## src/rtl/bcs_pkg.sv

```systemverilog
package bcs_pkg;
  typedef enum logic [1:0] {
    CY_FETCH = 2'd0,
    CY_READ  = 2'd1,
    CY_WRITE = 2'd2
  } cyc_e;

  typedef enum logic [2:0] {
    TS_IDLE = 3'd0,
    TS_T1   = 3'd1,
    TS_T2   = 3'd2,
    TS_T3   = 3'd3,
    TS_T4   = 3'd4
  } ts_e;

  localparam logic [1:0] TYPE_RESERVED = 2'd3;
endpackage

```

## src/rtl/bcs_seq.sv

```systemverilog
module bcs_seq
  import bcs_pkg::*;
(
  input  logic       clk,
  input  logic       rst,
  input  logic       req_valid,
  input  logic [1:0] req_type,
  output ts_e        ts_q,
  output cyc_e       cy_q,
  output ts_e        ts_d,
  output cyc_e       cy_d,
  output logic       accept
);
  logic last_ts;

  always_comb begin
    last_ts = (ts_q == TS_T4) || ((ts_q == TS_T3) && (cy_q != CY_FETCH));
    accept  = req_valid && (req_type != TYPE_RESERVED) &&
              ((ts_q == TS_IDLE) || last_ts);
  end

  always_comb begin
    cy_d = cy_q;
    ts_d = TS_IDLE;
    if (accept) begin
      ts_d = TS_T1;
      cy_d = cyc_e'(req_type);
    end else begin
      case (ts_q)
        TS_T1:   ts_d = TS_T2;
        TS_T2:   ts_d = TS_T3;
        TS_T3:   ts_d = (cy_q == CY_FETCH) ? TS_T4 : TS_IDLE;
        default: ts_d = TS_IDLE;
      endcase
    end
  end

  always_ff @(posedge clk) begin
    if (rst) begin
      ts_q <= TS_IDLE;
      cy_q <= CY_FETCH;
    end else begin
      ts_q <= ts_d;
      cy_q <= cy_d;
    end
  end

  AST_FETCH_HAS_T4: assert property (@(posedge clk) disable iff (rst)
    (ts_q == TS_T3 && cy_q == CY_FETCH) |=> (ts_q == TS_T4));
  AST_SHORT_ENDS_T3: assert property (@(posedge clk) disable iff (rst)
    (ts_q == TS_T3 && cy_q != CY_FETCH) |=> (ts_q == TS_IDLE || ts_q == TS_T1));
  AST_T1_ENTRY: assert property (@(posedge clk) disable iff (rst)
    (ts_q == TS_T1) |-> ($past(ts_q) == TS_IDLE || $past(ts_q) == TS_T4 ||
                         ($past(ts_q) == TS_T3 && $past(cy_q) != CY_FETCH)));
endmodule

```

## src/rtl/bcs_regs.sv

```systemverilog
module bcs_regs
  import bcs_pkg::*;
#(
  parameter int AW = 16,
  parameter int DW = 8
) (
  input  logic          clk,
  input  logic          rst,
  input  logic          accept,
  input  logic [1:0]    req_type,
  input  logic [AW-1:0] req_addr,
  input  logic [DW-1:0] ad_in,
  input  ts_e           ts_q,
  input  cyc_e          cy_q,
  output logic [AW-1:0] start_addr,
  output logic [DW-1:0] ir,
  output logic [DW-1:0] acc
);
  localparam logic [AW-1:0] PC_ONE = AW'(1);

  logic [AW-1:0] pc;

  always_comb begin
    start_addr = (req_type == 2'(CY_READ)) ? (pc + PC_ONE) : req_addr;
  end

  always_ff @(posedge clk) begin
    if (rst) begin
      pc  <= '0;
      ir  <= '0;
      acc <= '0;
    end else begin
      if (accept && req_type == 2'(CY_FETCH)) pc <= req_addr;
      if (accept && req_type == 2'(CY_READ))  pc <= pc + PC_ONE;
      if (ts_q == TS_T3 && cy_q == CY_FETCH)  ir <= ad_in;
      if (ts_q == TS_T3 && cy_q == CY_READ)   acc <= ad_in;
    end
  end

  AST_IR_ONLY_FETCH_T3: assert property (@(posedge clk) disable iff (rst)
    !(ts_q == TS_T3 && cy_q == CY_FETCH) |=> $stable(ir));
  AST_ACC_ONLY_READ_T3: assert property (@(posedge clk) disable iff (rst)
    !(ts_q == TS_T3 && cy_q == CY_READ) |=> $stable(acc));
  AST_PC_WRITE_KEEP: assert property (@(posedge clk) disable iff (rst)
    (accept && req_type == 2'(CY_WRITE)) |=> $stable(pc));
endmodule

```

## src/rtl/bcs_pins.sv

```systemverilog
module bcs_pins
  import bcs_pkg::*;
#(
  parameter int AW = 16,
  parameter int DW = 8
) (
  input  logic          clk,
  input  logic          rst,
  input  logic          accept,
  input  ts_e           ts_d,
  input  cyc_e          cy_d,
  input  ts_e           ts_q,
  input  cyc_e          cy_q,
  input  logic [AW-1:0] start_addr,
  input  logic [DW-1:0] req_wdata,
  output logic          ale,
  output logic          rd_n,
  output logic          wr_n,
  output logic          ad_oe,
  output logic [DW-1:0] ad_out,
  output logic [AW-DW-1:0] addr_hi
);
  logic          ale_rise;
  logic          ale_fall;
  logic [DW-1:0] wdata_q;
  logic          wr_data_ph;

  always_comb wr_data_ph = (ts_d == TS_T2) && (cy_d == CY_WRITE);

  always_ff @(posedge clk) begin
    if (rst) begin
      ale_rise <= 1'b0;
      rd_n     <= 1'b1;
      wr_n     <= 1'b1;
      ad_oe    <= 1'b0;
      ad_out   <= '0;
      addr_hi  <= '0;
      wdata_q  <= '0;
    end else begin
      ale_rise <= (ts_d == TS_T1);
      rd_n     <= !(((ts_d == TS_T2) || (ts_d == TS_T3)) && (cy_d != CY_WRITE));
      wr_n     <= !wr_data_ph;
      ad_oe    <= (ts_d == TS_T1) || wr_data_ph;
      if (accept) begin
        ad_out  <= start_addr[DW-1:0];
        addr_hi <= start_addr[AW-1:DW];
        wdata_q <= req_wdata;
      end else if (wr_data_ph) begin
        ad_out <= wdata_q;
      end
    end
  end

  // second half of T1: a falling-edge copy cancels the strobe
  always_ff @(negedge clk) begin
    if (rst) ale_fall <= 1'b0;
    else     ale_fall <= ale_rise;
  end

  always_comb ale = ale_rise & ~ale_fall;

  AST_RD_WR_EXCL: assert property (@(posedge clk) disable iff (rst)
    !(!rd_n && !wr_n));
  AST_OE_WINDOW: assert property (@(posedge clk) disable iff (rst)
    ad_oe |-> (ts_q == TS_T1 || (ts_q == TS_T2 && cy_q == CY_WRITE)));
  AST_ALE_IN_T1: assert property (@(posedge clk) disable iff (rst)
    ale_rise |-> (ts_q == TS_T1));
  AST_WR_ONLY_T2: assert property (@(posedge clk) disable iff (rst)
    !wr_n |-> (ts_q == TS_T2 && cy_q == CY_WRITE));
endmodule

```

## src/rtl/bus_cycle_seq.sv

```systemverilog
module bus_cycle_seq
  import bcs_pkg::*;
#(
  parameter int AW = 16,
  parameter int DW = 8
) (
  input  logic             clk,
  input  logic             rst,
  input  logic             req_valid,
  input  logic [1:0]       req_type,
  input  logic [AW-1:0]    req_addr,
  input  logic [DW-1:0]    req_wdata,
  output logic             busy,
  output logic [AW-DW-1:0] addr_hi,
  output logic [DW-1:0]    ad_out,
  input  logic [DW-1:0]    ad_in,
  output logic             ad_oe,
  output logic             ale,
  output logic             rd_n,
  output logic             wr_n,
  output logic [DW-1:0]    ir,
  output logic [DW-1:0]    acc
);
  ts_e           ts_q, ts_d;
  cyc_e          cy_q, cy_d;
  logic          accept;
  logic [AW-1:0] start_addr;

  bcs_seq u_seq (
    .clk(clk), .rst(rst), .req_valid(req_valid), .req_type(req_type),
    .ts_q(ts_q), .cy_q(cy_q), .ts_d(ts_d), .cy_d(cy_d), .accept(accept)
  );

  bcs_regs #(.AW(AW), .DW(DW)) u_regs (
    .clk(clk), .rst(rst), .accept(accept), .req_type(req_type),
    .req_addr(req_addr), .ad_in(ad_in), .ts_q(ts_q), .cy_q(cy_q),
    .start_addr(start_addr), .ir(ir), .acc(acc)
  );

  bcs_pins #(.AW(AW), .DW(DW)) u_pins (
    .clk(clk), .rst(rst), .accept(accept), .ts_d(ts_d), .cy_d(cy_d),
    .ts_q(ts_q), .cy_q(cy_q), .start_addr(start_addr), .req_wdata(req_wdata),
    .ale(ale), .rd_n(rd_n), .wr_n(wr_n), .ad_oe(ad_oe), .ad_out(ad_out),
    .addr_hi(addr_hi)
  );

  always_comb busy = (ts_q != TS_IDLE);

  AST_IDLE_QUIET: assert property (@(posedge clk) disable iff (rst)
    !busy |-> (rd_n && wr_n && !ad_oe));
endmodule

```

## config.mk

```make
export PLATFORM = sky130hd
export DESIGN_NAME = bus_cycle_seq
export DESIGN_NICKNAME = d
export VERILOG_FILES = /design/src/rtl/bcs_pkg.sv /design/src/rtl/bcs_seq.sv /design/src/rtl/bcs_regs.sv /design/src/rtl/bcs_pins.sv /design/src/rtl/bus_cycle_seq.sv
export SDC_FILE = /design/constraint.sdc
export NUM_CORES = 1
export LEC_CHECK = 0
export BUFFER_PORTS_ARGS = -buffer_cell sky130_fd_sc_hd__buf_2
export CORE_MARGIN = 4
export CORE_UTILIZATION = 53
export CTS_CLUSTER_SIZE = 40
export DETAILED_ROUTE_END_ITERATION = 12
export GPL_TIMING_DRIVEN = 0
export PLACE_DENSITY = 0.9
export SYNTH_ARGS = -nofsm -noshare
export SYNTH_HDL_FRONTEND = slang
export SYNTH_SLANG_ARGS = --single-unit
```

## constraint.sdc

```tcl
create_clock -name clk -period 2.37 [get_ports clk]
set_clock_uncertainty 0.15 [all_clocks]
set_input_delay 0.474 -clock clk [delete_from_list [all_inputs] [get_ports clk]]
set_output_delay 0.474 -clock clk [all_outputs]
set_load 0.02 [all_outputs]
```

==> qor.yml <==
synth.avg_cell_area_um2: 8.608
synthArstFlopShare_pct: 0
synth_top_area_share_pct: 43.00
hold_violations: 0
cts_max_level: 3
syn-cell-area_um2: 3073
num-fill-cells: 452
cp_data_required_time_ns: 1.75
hp-class: "in -> reg"
antenna_found_initial: 0
synth.distinct_cells: 59
overflow: 0
grt_max_degree: 14
synthCells: 357
arrival_ns: 2.09
leakage_uw: 0.001638
powerDensity_nw_per_um2: 747.0
status: "finished, violations left"
grt_pass1_wl_um: 13940
final_cell_area_um2: 3755
dr.first_iter.drc_count: 173
grt_pass1_vias: 3005
num_vias: 3062
clk_path_buf_depth: 2
clk_pin_slew_ns: 0.08
cts_buffers: 9
slew_headroom_pct: 58.25
dp_hpwl_um: 5955
fin_nets: 477
drt-total-wl_um: 8291
finalSetupViolCount: 1
syn_nets: 395
holdWs_ns: 0.2121
start_kind: "flop"
cap_violations: 0
place_inst: 501
violations: "setup timing"
cp_max_fo: 1
synth-seq-cells: 66
synth_edf_count: 0
start_util_pct: 55.13
root_buffer: "clkbuf_8"
area_growth_pct: 22.19
die_y_um: 84.15
cts_tree: "done"
firstDrtPassIters: 5
row_count: 27
drive_gt1_share_pct: 25.45
worst_pin_slew_ns: 0.6239
antenna_left: 0
insertedDiodeCount: 0
vias_per_cell: 5.934
critical_path_class: "reg -> out"
post-route-util_pct: 67.36
groute.usage.overall_pct: 23.97
die_x_um: 84.15
post_cts_buffers: 0
slew_violations: 0
dpl_worst_slack_ns: -0.1383
hold_buffers: 0
clock-sinks: 66
synth_area_leader_cell: "dfxtp_1"
crit_path_end_kind: "output port"
synth.top_cells.by_area: "dfxtp_1 (43%), mux2i_1 (5.9%), a21oi_1 (5.2%), nand2_1 (5.1%), nor2_1 (5.1%)"
place_area_um2: 3526
yosysWarnings: 0
io_buffers: 72
ys_seq_area_share_pct: 43.00
instances_no_fill: 516
drc: 0
rsz0062_at_grt: "yes"
core-area_um2: 5574
irDropWorstVdd_uv: 609.0
gpl.final_weighted_congestion: 0.9248
top_level_ports: 74
synthFlopType: "dfxtp_1"
wl_per_cell_um: 16.07
final_cell_mix: "buf_2 (80), dfxtp_1 (66), nor2_1 (42), nand2_1 (42), a21oi_1 (31)"
layout_commonest_cell: "buf_2"
final.setup.worst_slack_ns: -0.3486
die-area_um2: 7080
clock_latency_ns: 0.36
-- synthesized netlist by cell type (all sizes together), types with 2 or more instances --
library cell	number
dfxtp	66
nand2	43
nor2	43
a21oi	32
mux2i	18
buf	14
o21ai	14
xnor2	10
clkbuf	9
nand3	9
a22oi	6
a311oi	6
nand4	6
a31oi	5
inv	5
nor2b	5
or3	5
a222oi	4
and2	4
nand2b	4
nor3b	4
a211oi	3
a21o	3
and4	3
nor3	3
o21bai	3
o22ai	3
xor2	3
nand3b	2
nor4	2
-- routing by layer --
layer  wire length (um)  vias up  GRT usage (%)  part of all wire, %
met2               3731      156          38.09                   45
met1               3666     1438          30.80                   44
met5                  0        -              0                    0
met4                226        0          10.09                  2.7
li1                   -     1444              -                    -
met3                667       24          6.281                  8.0
-- flip-flops by register name, summed over array words and instances, names as in the netlist, 2 cells and up --
register / count
u_pins.ad_out: 8
u_pins.addr_hi: 8
u_pins.wdata_q: 8
u_regs.acc: 8
u_regs.ir: 8
u_regs.pc: 16
u_seq.cy_q: 2
u_seq.ts_q: 3
-- power breakdown --
group / total [uW] / internal [uW] / switching (uW)
Combinational: 493 / 184 / 309
Clock: 1080 / 603 / 477
Sequential: 1230 / 1180 / 50.1
Total: 2800 / 1970 / 836
-- worst max-delay path: stages (launching register included) --
cell and delay, ns:
dfxtp_1 0.29, nor2b_2 0.09, buf_4 0.14
-- timing repair --
action                                  CTS  global route
cloned                                    0             0
pin swaps                                 0             1
resized for setup                         1             1
endpoints found under the setup margin    1             2
-- per-stage QoR --
step | power, uW | TNS (ns)
floorplan | 1579 | 0
global placement | 1725 | -0.1426
detailed placement | 1741 | -0.1383
CTS | 2804 | -0.3648
global route | 2935 | -0.4019
finish | 2805 | -0.3486
-- final cells by class --
type / count / area [um^2] / area share, %
Multi-Input combinational cell: 262 / 1594 / 42.45
Clock buffer: 9 / 123.9 / 3.299
Sequential cell: 66 / 1321 / 35.19
Clock inverter: 8 / 106.4 / 2.832
Tap cell: 72 / 90.09 / 2.399
Inverter: 4 / 15.01 / 0.3999
Timing Repair Buffer: 72 / 362.8 / 9.663
Buffer: 23 / 141.4 / 3.765
-- final timing paths --
check,startpoint,endpoint,slack (ns),cells after the start
worst max-delay path,u_pins.ale_fall,ale,-0.35,2
worst min-delay path,req_wdata[3],u_pins.wdata_q[3],0.21,3
worst max register to register,u_seq.ts_q[1],u_regs.pc[13],0.21,8
worst min register to register,u_pins.wdata_q[3],u_pins.wdata_q[3],0.32,2
-- cell families after synthesis --
| logic type | after synthesis | share of synthesized area [%] |
|---|---|---|
| compound gates | 91 | 19.38 |
| xor+xnor | 13 | 3.705 |
| fa+ha+maj | 1 | 0.4071 |
| buf+inv | 29 | 5.333 |
| flops | 66 | 43.00 |
| mux | 18 | 5.863 |
| simple gates | 139 | 22.31 |
(Power assumes the default switching activity.)
